`config.mk`:
```
export PLATFORM = sky130hd
export DESIGN_NAME = sdram_ap_tracker
export DESIGN_NICKNAME = d
export VERILOG_FILES = /design/src/rtl/sdram_apt_pkg.sv /design/src/rtl/sdram_apt_bank.sv /design/src/rtl/sdram_apt_rdpipe.sv /design/src/rtl/sdram_ap_tracker.sv
export SDC_FILE = /design/constraint.sdc
export NUM_CORES = 1
export LEC_CHECK = 0
export BUFFER_PORTS_ARGS = -buffer_cell sky130_fd_sc_hd__buf_2
export CELL_PAD_IN_SITES_DETAIL_PLACEMENT = 1
export CELL_PAD_IN_SITES_GLOBAL_PLACEMENT = 2
export CORE_MARGIN = 2
export CORE_UTILIZATION = 39
export CTS_CLUSTER_SIZE = 10
export DETAILED_ROUTE_END_ITERATION = 6
export HOLD_SLACK_MARGIN = 0.12
export PLACE_DENSITY_LB_ADDON = 0.08
export SLEW_MARGIN = 25
export SYNTH_ARGS = -nofsm -noshare
export SYNTH_HDL_FRONTEND = slang
export SYNTH_HIERARCHICAL = 1
export SYNTH_SLANG_ARGS = --single-unit
```
`constraint.sdc`:
```
create_clock -name clk -period 2.9 [get_ports clk]
set_input_delay 0.58 -clock clk [delete_from_list [all_inputs] [get_ports clk]]
set_output_delay 0.58 -clock clk [all_outputs]
set_load 0.05 [all_outputs]
```
`src/rtl/sdram_apt_pkg.sv`:
```
package sdram_apt_pkg;
  typedef enum logic [1:0] {
    CMD_NOP = 2'd0,
    CMD_ACT = 2'd1,
    CMD_RD  = 2'd2,
    CMD_WR  = 2'd3
  } cmd_e;

  typedef enum logic [2:0] {
    BK_IDLE   = 3'd0,
    BK_OPEN   = 3'd1,
    BK_WBURST = 3'd2,
    BK_WREC   = 3'd3,
    BK_PRECH  = 3'd4
  } bank_st_e;
endpackage

```
`src/rtl/sdram_apt_bank.sv`:
```
module sdram_apt_bank
  import sdram_apt_pkg::*;
#(
  parameter int IDX       = 0,
  parameter int BANK_W    = 2,
  parameter int BURST_LEN = 4,
  parameter int T_WR      = 2,
  parameter int T_RP      = 3
) (
  input  logic              clk,
  input  logic              rst_n,
  input  cmd_e              cmd,
  input  logic [BANK_W-1:0] cmd_bank,
  input  logic              cmd_ap,
  input  logic              other_rw,
  output bank_st_e          state_o,
  output logic              ready_o,
  output logic              cap_o,
  output logic              acc_rw_o,
  output logic              err_o
);
  localparam int CNT_MAX = (T_WR > T_RP) ? T_WR : T_RP;
  localparam int CNT_W   = $clog2(CNT_MAX + 1);
  localparam int BEAT_W  = $clog2(BURST_LEN + 1);

  bank_st_e          st_q, st_d;
  logic [CNT_W-1:0]  cnt_q, cnt_d;
  logic [BEAT_W-1:0] beat_q, beat_d;
  logic              ap_q, ap_d;
  logic              sel, is_rw, rw_ok, cut, new_wr, upd_en;

  always_comb begin
    sel      = (cmd_bank == BANK_W'(IDX));
    is_rw    = (cmd == CMD_RD) || (cmd == CMD_WR);
    rw_ok    = (st_q == BK_OPEN) || ((st_q == BK_WBURST) && !ap_q);
    acc_rw_o = sel && is_rw && rw_ok;
    err_o    = sel && ((is_rw && !rw_ok) || ((cmd == CMD_ACT) && (st_q != BK_IDLE)));
    cut      = other_rw && (st_q == BK_WBURST);
    new_wr   = acc_rw_o && (cmd == CMD_WR);
    cap_o    = new_wr || ((st_q == BK_WBURST) && !cut && !acc_rw_o);
    ready_o  = (st_q == BK_IDLE) || (st_q == BK_OPEN);
    state_o  = st_q;
    upd_en   = (st_q != BK_IDLE) || (sel && (cmd == CMD_ACT));
  end

  always_comb begin
    st_d   = st_q;
    cnt_d  = cnt_q;
    beat_d = beat_q;
    ap_d   = ap_q;
    case (st_q)
      BK_IDLE: if (sel && (cmd == CMD_ACT)) st_d = BK_OPEN;
      BK_OPEN, BK_WBURST: begin
        if (new_wr) begin
          ap_d   = cmd_ap;
          beat_d = BEAT_W'(1);
          if (BURST_LEN == 1) begin
            st_d  = cmd_ap ? BK_WREC : BK_OPEN;
            cnt_d = CNT_W'(T_WR - 1);
          end else begin
            st_d = BK_WBURST;
          end
        end else if (acc_rw_o) begin
          st_d = BK_OPEN;
        end else if (st_q == BK_WBURST) begin
          if (cut || (beat_q == BEAT_W'(BURST_LEN - 1))) begin
            st_d  = ap_q ? BK_WREC : BK_OPEN;
            cnt_d = CNT_W'(T_WR - 1);
          end else begin
            beat_d = beat_q + BEAT_W'(1);
          end
        end
      end
      BK_WREC: begin
        if (cnt_q == '0) begin
          st_d  = BK_PRECH;
          cnt_d = CNT_W'(T_RP - 1);
        end else begin
          cnt_d = cnt_q - CNT_W'(1);
        end
      end
      BK_PRECH: begin
        if (cnt_q == '0) st_d = BK_IDLE;
        else cnt_d = cnt_q - CNT_W'(1);
      end
      default: st_d = BK_IDLE;
    endcase
  end

  always_ff @(posedge clk or negedge rst_n) begin
    if (!rst_n) begin
      st_q   <= BK_IDLE;
      cnt_q  <= '0;
      beat_q <= '0;
      ap_q   <= 1'b0;
    end else if (upd_en) begin
      st_q   <= st_d;
      cnt_q  <= cnt_d;
      beat_q <= beat_d;
      ap_q   <= ap_d;
    end
  end


  err_hold_chk: assert property (@(posedge clk) disable iff (!rst_n)
    err_o && ((st_q == BK_IDLE) || (st_q == BK_OPEN)) |=> $stable(st_q));


  cut_rec_chk: assert property (@(posedge clk) disable iff (!rst_n)
    cut && ap_q |=> (st_q == BK_WREC));


  rec_next_chk: assert property (@(posedge clk) disable iff (!rst_n)
    (st_q == BK_WREC) |=> ((st_q == BK_WREC) || (st_q == BK_PRECH)));


  prech_next_chk: assert property (@(posedge clk) disable iff (!rst_n)
    (st_q == BK_PRECH) |=> ((st_q == BK_PRECH) || (st_q == BK_IDLE)));
endmodule

```
`src/rtl/sdram_apt_rdpipe.sv`:
```
module sdram_apt_rdpipe #(
  parameter int CAS_LAT   = 3,
  parameter int BURST_LEN = 4
) (
  input  logic clk,
  input  logic rst_n,
  input  logic rd_issue,
  output logic rd_valid
);
  localparam int LEFT_W = $clog2(BURST_LEN + 1);

  logic [CAS_LAT-1:0] sr_q, sr_d;
  logic [LEFT_W-1:0]  left_q, left_d;
  logic               pipe_en;

  generate
    if (CAS_LAT == 1) begin : g_cl1
      always_comb sr_d = rd_issue;
    end else begin : g_cln
      always_comb sr_d = {sr_q[CAS_LAT-2:0], rd_issue};
    end
  endgenerate

  always_comb begin
    if (sr_q[CAS_LAT-1])    left_d = LEFT_W'(BURST_LEN - 1);
    else if (left_q != '0)  left_d = left_q - LEFT_W'(1);
    else                    left_d = '0;
    pipe_en  = rd_issue || (sr_q != '0) || (left_q != '0);
    rd_valid = sr_q[CAS_LAT-1] || (left_q != '0);
  end

  always_ff @(posedge clk or negedge rst_n) begin
    if (!rst_n) begin
      sr_q   <= '0;
      left_q <= '0;
    end else if (pipe_en) begin
      sr_q   <= sr_d;
      left_q <= left_d;
    end
  end


  rd_tail_chk: assert property (@(posedge clk) disable iff (!rst_n)
    $fell(rd_valid) |-> ($past(left_q) <= LEFT_W'(1)));
endmodule

```
`src/rtl/sdram_ap_tracker.sv`:
```
module sdram_ap_tracker
  import sdram_apt_pkg::*;
#(
  parameter int NUM_BANKS = 4,
  parameter int BURST_LEN = 4,
  parameter int T_WR      = 2,
  parameter int T_RP      = 3,
  parameter int CAS_LAT   = 3,
  localparam int BANK_W   = $clog2(NUM_BANKS)
) (
  input  logic                   clk,
  input  logic                   rst_n,
  input  logic [1:0]             cmd_code,
  input  logic [BANK_W-1:0]      cmd_bank,
  input  logic                   cmd_ap,
  output logic [3*NUM_BANKS-1:0] bank_state,
  output logic [NUM_BANKS-1:0]   bank_ready,
  output logic [NUM_BANKS-1:0]   wr_capture,
  output logic                   rd_valid,
  output logic                   proto_err
);
  cmd_e                 cmd_t;
  logic [NUM_BANKS-1:0] acc_rw_v, err_v, other_rw_v;
  logic                 rd_issue;

  assign cmd_t     = cmd_e'(cmd_code);
  assign rd_issue  = (|acc_rw_v) && (cmd_t == CMD_RD);
  assign proto_err = |err_v;

  generate
    for (genvar b = 0; b < NUM_BANKS; b++) begin : g_bank
      bank_st_e st_b;
      assign other_rw_v[b] = |(acc_rw_v & ~(NUM_BANKS'(1) << b));
      assign bank_state[3*b +: 3] = st_b;
      sdram_apt_bank #(
        .IDX(b), .BANK_W(BANK_W), .BURST_LEN(BURST_LEN), .T_WR(T_WR), .T_RP(T_RP)
      ) u_bank (
        .clk(clk), .rst_n(rst_n), .cmd(cmd_t), .cmd_bank(cmd_bank), .cmd_ap(cmd_ap),
        .other_rw(other_rw_v[b]), .state_o(st_b), .ready_o(bank_ready[b]),
        .cap_o(wr_capture[b]), .acc_rw_o(acc_rw_v[b]), .err_o(err_v[b])
      );
    end
  endgenerate

  sdram_apt_rdpipe #(.CAS_LAT(CAS_LAT), .BURST_LEN(BURST_LEN)) u_rdpipe (
    .clk(clk), .rst_n(rst_n), .rd_issue(rd_issue), .rd_valid(rd_valid)
  );


  single_cap_chk: assert property (@(posedge clk) disable iff (!rst_n)
    $onehot0(wr_capture));
endmodule

```
==> results by group, run 1 <==
STA
  – Clock skew: 0.00997 ns
  – Rel. slew slack: 0.610
  – Final hold vios: 0
  – F_max: 0.354 GHz
  – Final setup fails: 0
  – Post-route setup TNS: 0 ns
  – Worst-margin pin slew: 0.582 ns
  – Period utilisation layout: 0.974
  – Max-slew violations: 0
  – Fin crit period: 2.82 ns

Layout
  – Ant diodes: 0
  – Most frequent cells in the layout: 41 x buf_4, 38 x dfrtp_1, 23 x inv_1, 23 x buf_2, 21 x nor2_1
  – Share of layout cells above drive strength 1: 0.346
  – End-of-flow core utilization: 0.498
  – Area growth syn-to-layout: 22.8%
  – Final Instance Count excl. Fillers: 483
  – Layout Nets: 403
  – Post-route design area: 3890 um2
  – Most common cell after layout, fill and taps aside: buf_4

Routing
  – Routed wire length: 8.37 mm
  – DR vias: 2736
  – Routed len/inst: 17.3 um
  – First-pass iteration count of the detailed router: 4
  – Number of routed nets with antenna violations: 0
  – DRC Markers: 0
  – Routed vias/inst: 5.66
  – First DRT Iteration DRCs: 69

Synthesis
  – Yosys cell types: 84
  – Post-Syn Area: 3170 um2
  – Syn avg cell area: 9.86 um2
  – Syn nets: 344
  – Post-synthesis sequential area ratio: 0.332
  – Number of synthesized flops with an enable pin: 0
  – Flops & latches, synth: 42
  – Ys Warns: 6
  – FFs w/ async S/R, synth: 1.00
  – Ys flop type: dfrtp_1
  – Post-Syn Instances: 321

Placed design
  – GPL Wtd Cong: 0.786
  – Post-DP HPWL: 6.18 mm
  – Buffers added on ports: 28
  – Cell count after placement: 470
  – Placed cell areas: 3660 um2

CTS
  – TritonCTS Buffers: 5
  – Worst-case clock buffer depth: 2
  – Clock slew at reported path FFs: 0.09 ns
  – CTS Sinks: 42
  – TritonCTS clock tree: built
  – H-tree levels: 2
  – Hold Buf Count CTS: 0
  – Clk_lat worst skew: 0.30 ns
  – Root buf cell: clkbuf_8

Pwr
  – Peak supply drop: 436 uV
  – Pwr Density: 947 nW/um2
  – Static leakage: 1.82 nW

Global route
  – Vias in the first global route: 2827
  – Global routing usage on met3: 0.0297
  – Total track usage: 0.202
  – GRT overflow: 0
  – Largest net degree at the start of global routing: 17
  – Met1 track demand over resource: 0.273
  – Gr busiest metal: met2
  – First-pass GRT wire length: 14.2 mm
  – GR Util met2: 0.349
  – Initial antenna violation count: 0

Floorplanning
  – Die X: 94.1 um
  – Die span in y: 94.1 um
  – Num rows: 32
  – Die area: 8850 um2
  – Starting density of the core: 0.405
  – Ports: 29
  – Placeable Area: 7810 um2

Job
  – Max Cap Viol: 0

Status
  – Status: finished, final reports clean

Setup path
  – Critical path type: reg2out
  – Required @ worst endpoint: 2.32 ns
  – CP arrival: 2.24 ns
  – Crit start category: register
  – Critical Path End Type: output port
  – Crit path max fanout: 5

Min path
  – Worst Hold Class: in2async
flip-flops by register name (all words and copies together) (netlist names):
name	count
g_bank.u_bank/ap_q	4
g_bank.u_bank/beat_q	12
g_bank.u_bank/cnt_q	8
g_bank.u_bank/state_o	12
u_rdpipe/left_q	3
u_rdpipe/sr_q	3
kinds of logic after synthesis:
logic type / synth area share
flops: 0.332
simple gates: 0.235
mux: 0.0704
fa+ha+maj: 0.0632
compound gates: 0.239
buf+inv: 0.0609
Yosys cell counts (4+ instances only):
library cell | count | area, um2
o41ai_1 | 4 | 35.0
nand2_1 | 14 | 52.6
ha_1 | 16 | 200
or3_1 | 7 | 43.8
nand2b_1 | 12 | 75.1
inv_1 | 23 | 86.3
buf_2 | 4 | 20.0
nand3_1 | 10 | 50.1
nor3_1 | 5 | 25.0
a2111oi_0 | 7 | 61.3
a22o_1 | 5 | 43.8
mux2_1 | 6 | 67.6
mux2i_1 | 8 | 80.1
nor2_1 | 22 | 82.6
a31oi_1 | 5 | 31.3
buf_6 | 4 | 45.0
a21o_1 | 5 | 37.5
o22ai_1 | 8 | 50.1
dfrtp_1 | 42 | 1050
nor2b_1 | 6 | 37.5
clkbuf_1 | 4 | 15.0
a21oi_1 | 11 | 55.1
mux2_2 | 4 | 45.0
report_power, final:
part / internal [mW] / leakage, nW / switching (mW) / total (mW)
registers: 0.789 / 0.525 / 0.163 / 0.952
logic: 0.854 / 1.23 / 1.30 / 2.16
clock network: 0.367 / 0.0714 / 0.209 / 0.576
total: 2.01 / 1.82 / 1.67 / 3.68
what timing repair did:
item                                    4_1_cts  5_1_grt
buffers inserted                              3        2
endpoints found under the setup margin        4        5
pin swaps                                     0        1
gates cloned                                  0        0
hold endpoints to repair                      0        0
gates resized for setup                       6       12
final cells by class:
type | instances | area, um2
multi-input cells | 240 | 2020
clock inverters | 2 | 60.1
well taps | 102 | 128
flip-flops and latches | 42 | 1060
repair buffers | 67 | 453
clock buffers | 6 | 82.6
inverters | 24 | 90.1
fillers | 925 | 3920
stage by stage:
| step | power (mW) | setup slack [ns] | hold slack, ns |
|---|---|---|---|
| final | 3.68 | 0.0754 | 0.199 |
| after global routing | 3.97 | -0.0325 | 0.212 |
| after CTS | 3.67 | 0.00741 | 0.202 |
| after detailed placement | 3.04 | 0.0797 | 0.336 |
| after global placement | 2.99 | 0.0973 | 0.334 |
| after floorplan | 2.52 | 0.00262 | 0.284 |
final timing paths:
check | start | cells after the start | slack [ns] | endpoint
max reg2reg | g_bank[1].u_bank/state_o[0] | 8 | 0.35 | g_bank[2].u_bank/beat_q[0]
min | rst_n | 1 | 0.20 | g_bank[0].u_bank/beat_q[0]
max | g_bank[2].u_bank/state_o[0] | 6 | 0.08 | proto_err
min in group clk | u_rdpipe/sr_q[1] | 0 | 0.35 | u_rdpipe/sr_q[2]
max in group asynchronous | rst_n | 2 | 2.13 | g_bank[3].u_bank/cnt_q[1]
min reg2reg | u_rdpipe/sr_q[1] | 0 | 0.35 | u_rdpipe/sr_q[2]
worst max-delay path, cell delays in order, from the launching register on:
cell	delay [ns]
dfrtp_2	0.45
or3b_2	0.48
a21oi_2	0.16
a2111oi_1	0.12
buf_4	0.14
or4_1	0.42
buf_6	0.17
per-layer routing:
metal | part of all wire | vias up
li1 | - | 1317
met5 | 0 | -
met2 | 0.49 | 29
met3 | 0.022 | 2
met1 | 0.48 | 1388
met4 | 0.0045 | 0
Note: power is estimated with default switching activity, not from simulation.
==> run 2, diff against run 1 <==
--- a/config.mk
+++ b/config.mk
@@ -14,8 +14,10 @@
 export DETAILED_ROUTE_END_ITERATION = 6
 export HOLD_SLACK_MARGIN = 0.12
 export PLACE_DENSITY_LB_ADDON = 0.08
+export REMOVE_ABC_BUFFERS = 1
 export SLEW_MARGIN = 25
 export SYNTH_ARGS = -nofsm -noshare
 export SYNTH_HDL_FRONTEND = slang
 export SYNTH_HIERARCHICAL = 1
 export SYNTH_SLANG_ARGS = --single-unit
+export TNS_END_PERCENT = 50
==> results by group, run 2 (synthesized netlist as in run 1, its figures left out) <==
Status
  – Status: finished, final reports clean

Routing
  – Routed vias/inst: 5.53 (-2.4%)
  – DRC Markers: 0 (unchanged)
  – Number of routed nets with antenna violations: 0 (unchanged)
  – Routed wire length: 8.40 mm (+0.42%)
  – First DRT Iteration DRCs: 93 (+35%)
  – First-pass iteration count of the detailed router: 4 (unchanged)
  – DR vias: 2664 (-2.6%)
  – Routed len/inst: 17.4 um (+0.63%)

Global route
  – Initial antenna violation count: 0 (unchanged)
  – Vias in the first global route: 2853 (+0.92%)
  – Largest net degree at the start of global routing: 43 (+26)
  – Total track usage: 0.203 (+0.00105)
  – GRT overflow: 0 (unchanged)
  – First-pass GRT wire length: 14.2 mm (+0.64%)

Pwr
  – Static leakage: 1.76 nW (-3.5%)
  – Pwr Density: 914 nW/um2 (-3.6%)
  – Peak supply drop: 542 uV (+24%)

CTS
  – Worst-case clock buffer depth: 2 (unchanged)
  – TritonCTS clock tree: built
  – Hold Buf Count CTS: 0 (unchanged)
  – Root buf cell: clkbuf_8
  – Clock slew at reported path FFs: 0.10 ns (about the same)
  – Clk_lat worst skew: 0.30 ns (about the same)
  – H-tree levels: 2 (unchanged)
  – TritonCTS Buffers: 5 (unchanged)
  – CTS Sinks: 42 (unchanged)

Layout
  – End-of-flow core utilization: 0.482 (-0.0163)
  – Share of layout cells above drive strength 1: 0.337 (-0.00961)
  – Ant diodes: 0 (unchanged)
  – # fillers: 915 (-1.1%)
  – Layout Nets: 402 (-0.25%)
  – Most common cell after layout, fill and taps aside: buf_4
  – Reg area: 1050 um2 (-0.12%)
  – Area growth syn-to-layout: 18.8%
  – Area of the multi-input gates: 1960 um2 (-3.0%)
  – Most frequent cells in the layout: 43 x buf_4, 39 x dfrtp_1, 23 x inv_1, 23 x buf_2, 21 x nor2_1

STA
  – Final hold vios: 0 (unchanged)
  – Clock skew: 0.00811 ns (-0.00186 ns)
  – Final setup fails: 0 (unchanged)
  – Worst-margin pin slew: 0.573 ns (-0.00979 ns)
  – F_max: 0.353 GHz (-0.36%)
  – Max-slew violations: 0 (unchanged)
  – Period utilisation layout: 0.978 (+0.00353)
  – RSZ-0062 raised after global routing: yes
  – Fin crit period: 2.83 ns (+0.0102 ns)
  – WHS: 0.261 ns (+0.0619 ns)
  – Rel. slew slack: 0.618 (+0.00824)

Floorplanning
  – Die span in y: 94.1 um (unchanged)
  – Num rows: 32 (unchanged)
  – Starting density of the core: 0.405 (unchanged)
  – Placeable Area: 7810 um2 (unchanged)
  – Die area: 8850 um2 (unchanged)
  – Ports: 29 (unchanged)
  – Die X: 94.1 um (unchanged)

Setup path
  – Required @ worst endpoint: 2.32 ns (about the same)
  – Critical R2R Launch: g_bank[1].u_bank/state_o[1]
  – Worst reg2reg path depth: 8 (unchanged)
  – RR Endpoint: g_bank[2].u_bank/beat_q[0]
  – Setup crit start: g_bank[0].u_bank/ap_q
  – Critical Path End Type: output port
  – Crit path max fanout: 7 (+2)
  – Crit start category: register
  – Setup slack, reg-to-reg: 0.34 ns (about the same)
  – Critical path type: reg2out
  – CP arrival: 2.25 ns (about the same)

Placed design
  – Buffers added on ports: 28 (unchanged)
  – Post-DP HPWL: 6.26 mm (+1.4%)
  – GPL Wtd Cong: 0.827 (+5.2%)

Min path
  – Worst Hold Class: in2async

Job
  – Max Cap Viol: 0 (unchanged)
==> run 2: cell count changes in the layout (fill, tap and decap cells not counted), sizes merged <==
cell      before  now
clkbuf         7    5
inv           24   25
bufinv         2    0
clkinvlp       0    2
==> run 2: final cells by class <==
class	count	share of cell area
multi-input cells	240	0.520
flip-flops and latches	42	0.281
repair buffers	66	0.116
well taps	102	0.0339
inverters	24	0.0240
clock buffers	5	0.0183
clock inverters	3	0.00632
==> run 2: worst max-delay path, cell delays in order, from the launching register on <==
cell and delay, ns:
dfrtp_2 0.46, nand2b_1 0.19, mux2_2 0.28, o22ai_1 0.12
a2111oi_0 0.13, or4_1 0.53, buf_2 0.23
==> run 2: worst max path at each step <==
stage	slack, ns	endpoint
CTS	0.0004	wr_capture[0]
finish	0.07	proto_err
global route	-0.01	proto_err
floorplan	-1.15	wr_capture[0]
detailed placement	0.03	wr_capture[3]
global placement	0.03	wr_capture[3]
==> run 2: repair_timing <==
action                                  in CTS  in global routing
pin swaps                                    0                  2
gates resized for setup                      7                  7
endpoints found under the setup margin       3                  5
setup buffers                                0                  1
hold endpoints to repair                     0                  0
gates cloned                                 0                  0
==> run 2: metal layers <==
| metal | GRT usage | wire length (um) |
|---|---|---|
| met5 | 0 | 0 |
| met4 | 0.0471 | 82 |
| met3 | 0.0241 | 129 |
| met2 | 0.344 | 4040 |
| met1 | 0.276 | 4150 |
==> run 2: power breakdown <==
group / switching [mW] / internal, mW
logic: 1.24 / 0.810
clock network: 0.239 / 0.173
registers: 0.180 / 0.788
==> run 2: per-stage QoR <==
step,area [um2],setup WS (ns),cells,setup TNS (ns),power (mW)
after floorplan,3060,-1.15,306,-4.47,2.39
after global placement,3610,0.0332,473,0,2.94
after detailed placement,3610,0.0267,473,0,3.00
after CTS,3730,0.000405,481,0,3.46
after global routing,3760,-0.0116,482,-0.0139,3.71
final,3760,0.0652,482,0,3.44
==> run 3, diff against run 2 <==
--- a/config.mk
+++ b/config.mk
@@ -8,7 +8,6 @@
 export BUFFER_PORTS_ARGS = -buffer_cell sky130_fd_sc_hd__buf_2
 export CELL_PAD_IN_SITES_DETAIL_PLACEMENT = 1
 export CELL_PAD_IN_SITES_GLOBAL_PLACEMENT = 2
-export CORE_MARGIN = 2
 export CORE_UTILIZATION = 39
 export CTS_CLUSTER_SIZE = 10
 export DETAILED_ROUTE_END_ITERATION = 6
==> results by group, run 3 (synthesized netlist as in run 1, its figures left out) <==
Status
  – Status: finished, final reports clean

Layout
  – Area growth syn-to-layout: 17.8%
  – Most frequent cells in the layout: 41 x dfrtp_1, 36 x buf_4, 23 x inv_1, 23 x buf_2, 21 x nor2_1
  – Most common cell after layout, fill and taps aside: dfrtp_1
  – Ant diodes: 0 (unchanged)
  – End-of-flow core utilization: 0.478 (-0.00401)
  – # fillers: 917 (+0.22%)
  – Share of layout cells above drive strength 1: 0.329 (-0.00797)
  – Post-route design area: 3730 um2 (-0.83%)
  – Layout Nets: 396 (-1.5%)

Routing
  – DR vias: 2695 (+1.2%)
  – Number of routed nets with antenna violations: 0 (unchanged)
  – Routed wire length: 8.33 mm (-0.94%)
  – DRC Markers: 0 (unchanged)
  – Routed vias/inst: 5.66 (+2.4%)
  – First DRT Iteration DRCs: 58 (-38%)
  – Routed len/inst: 17.5 um (+0.31%)
  – First-pass iteration count of the detailed router: 4 (unchanged)

CTS
  – Root buf cell: clkbuf_8
  – H-tree levels: 2 (unchanged)
  – Worst-case clock buffer depth: 2 (unchanged)
  – Clock slew at reported path FFs: 0.09 ns (about the same)
  – Hold Buf Count CTS: 0 (unchanged)
  – TritonCTS Buffers: 5 (unchanged)
  – Post-CTS Repair Setup Buffers: 0 (unchanged)
  – CTS Sinks: 42 (unchanged)
  – TritonCTS clock tree: built
  – Clk_lat worst skew: 0.31 ns (about the same)

Floorplanning
  – Die span in y: 92.1 um (-2.1%)
  – Num rows: 32 (unchanged)
  – Die X: 92.1 um (-2.1%)
  – Placeable Area: 7810 um2 (unchanged)
  – Starting density of the core: 0.405 (unchanged)
  – Ports: 29 (unchanged)
  – Die area: 8480 um2 (-4.2%)

Setup path
  – Crit path max fanout: 5 (-2)
  – Crit-path slowest cell: dfrtp_1
  – Crit path capture: wr_capture[0]
  – Setup crit start: g_bank[1].u_bank/state_o[0]
  – Required @ worst endpoint: 2.32 ns (about the same)
  – Crit-path cells: and2b_2 > nor2_2 > nor2_1 > or3_4 > o41ai_2 > buf_4
  – CP Depth: 6 (unchanged)
  – CP arrival: 2.23 ns (-0.02 ns)
  – WP buf/inv: 1 (unchanged)
  – Critical path type: reg2out
  – Setup slack, reg-to-reg: 0.31 ns (-0.03 ns)
  – RR Endpoint: g_bank[0].u_bank/state_o[0]
  – Crit start category: register
  – Worst reg2reg path depth: 8 (unchanged)
  – Critical Path End Type: output port
  – Delay-heaviest family, CP: simple AND/OR/NAND/NOR gates
  – Critical R2R Launch: g_bank[1].u_bank/state_o[0]
  – Max incr delay on CP: 0.42 ns (-0.11 ns)

Global route
  – GRT overflow: 0 (unchanged)
  – Vias in the first global route: 2847 (-0.21%)
  – Initial antenna violation count: 0 (unchanged)
  – Total track usage: 0.210 (+0.00665)
  – Largest net degree at the start of global routing: 23 (-47%)
  – First-pass GRT wire length: 14.2 mm (-0.48%)

Placed design
  – Placed cell areas: 3570 um2 (-1.0%)
  – GPL Wtd Cong: 0.816 (-1.3%)
  – Buffers added on ports: 28 (unchanged)
  – Post-DP HPWL: 6.29 mm (+0.41%)

STA
  – Worst-margin pin slew: 0.540 ns (-0.0322 ns)
  – Clock skew: 0.00826 ns (+0.000147 ns)
  – RSZ-0062 raised after global routing: yes
  – Rel. slew slack: 0.638 (+0.0199)
  – Period utilisation layout: 0.970 (-0.00728)
  – F_max: 0.355 GHz (+0.75%)
  – Fin crit period: 2.81 ns (-0.0211 ns)
  – Final hold vios: 0 (unchanged)
  – Max-slew violations: 0 (unchanged)
  – Final setup fails: 0 (unchanged)

Pwr
  – Static leakage: 1.74 nW (-0.88%)
  – Pwr Density: 919 nW/um2 (+0.57%)
  – Peak supply drop: 517 uV (-4.8%)

Min path
  – Worst Hold Class: in2async

Job
  – Max Cap Viol: 0 (unchanged)
[run 3: cell types whose count changed in the layout (fill, tap and decap cells not counted), sizes merged]
cell      change
buf           -6
inv           -1
clkinvlp      -1
clkinv        +2
[run 3: final cells by class]
cell class	instances	area [um2]	area share
multi-input combinational	240	1970	0.529
sequential	42	1050	0.282
timing repair buffer	60	397	0.106
tap	102	128	0.0342
inverter	24	90.1	0.0242
clock buffer	5	68.8	0.0185
clock inverter	3	21.3	0.00570
[run 3: worst reg2reg max path: cells and delay by family, from the launching register on]
family,cells,cell delay (ns)
and+or+nand+nor,6,1.55
AOI/OAI and AO/OA,2,0.51
DFF,1,0.42
[run 3: routing by layer]
| metal | share of wire | up-vias | GRT usage | wire, um |
|---|---|---|---|---|
| met5 | 0 | - | 0 | 0 |
| met4 | 0.011 | 0 | 0.0482 | 89 |
| met3 | 0.026 | 7 | 0.0381 | 214 |
| met2 | 0.49 | 33 | 0.365 | 4120 |
| met1 | 0.47 | 1358 | 0.268 | 3900 |
| li1 | - | 1297 | - | - |
[run 3: worst min path at each step]
stage,startpoint,slack (ns),endpoint,depth (start not counted)
finish,rst_n,0.24,u_rdpipe/left_q[1],1
global route,rst_n,0.28,u_rdpipe/left_q[1],1
CTS,rst_n,0.25,u_rdpipe/left_q[1],1
detailed placement,u_rdpipe/sr_q[1],0.34,u_rdpipe/sr_q[2],0
global placement,u_rdpipe/sr_q[1],0.33,u_rdpipe/sr_q[2],0
floorplan,rst_n,0.28,g_bank[0].u_bank/ap_q,0
[run 3: stage by stage]
| step | setup TNS (ns) | instances | hold WS [ns] | total power [mW] | setup WS (ns) |
|---|---|---|---|---|---|
| after floorplan | -4.47 | 306 | 0.284 | 2.39 | -1.15 |
| after global placement | 0 | 468 | 0.334 | 2.92 | 0.0560 |
| after detailed placement | 0 | 468 | 0.337 | 2.98 | 0.0244 |
| after CTS | 0 | 476 | 0.254 | 3.42 | 0.00135 |
| after global routing | -0.0238 | 476 | 0.279 | 3.69 | -0.0223 |
| final | 0 | 476 | 0.235 | 3.43 | 0.0863 |
[run 3: report_power, final]
part | switching, mW | leakage (nW) | total [mW] | internal [mW]
logic | 1.24 | 1.17 | 2.05 | 0.806
registers | 0.184 | 0.528 | 0.969 | 0.785
clock network | 0.242 | 0.0441 | 0.412 | 0.170
[run 3: timing repair]
item / CTS / global route
gates resized for setup: 7 / 10
gates cloned: 0 / 0
endpoints found under the setup margin: 4 / 6
pin swaps: 0 / 2
endpoints found under the hold margin: 0 / 0
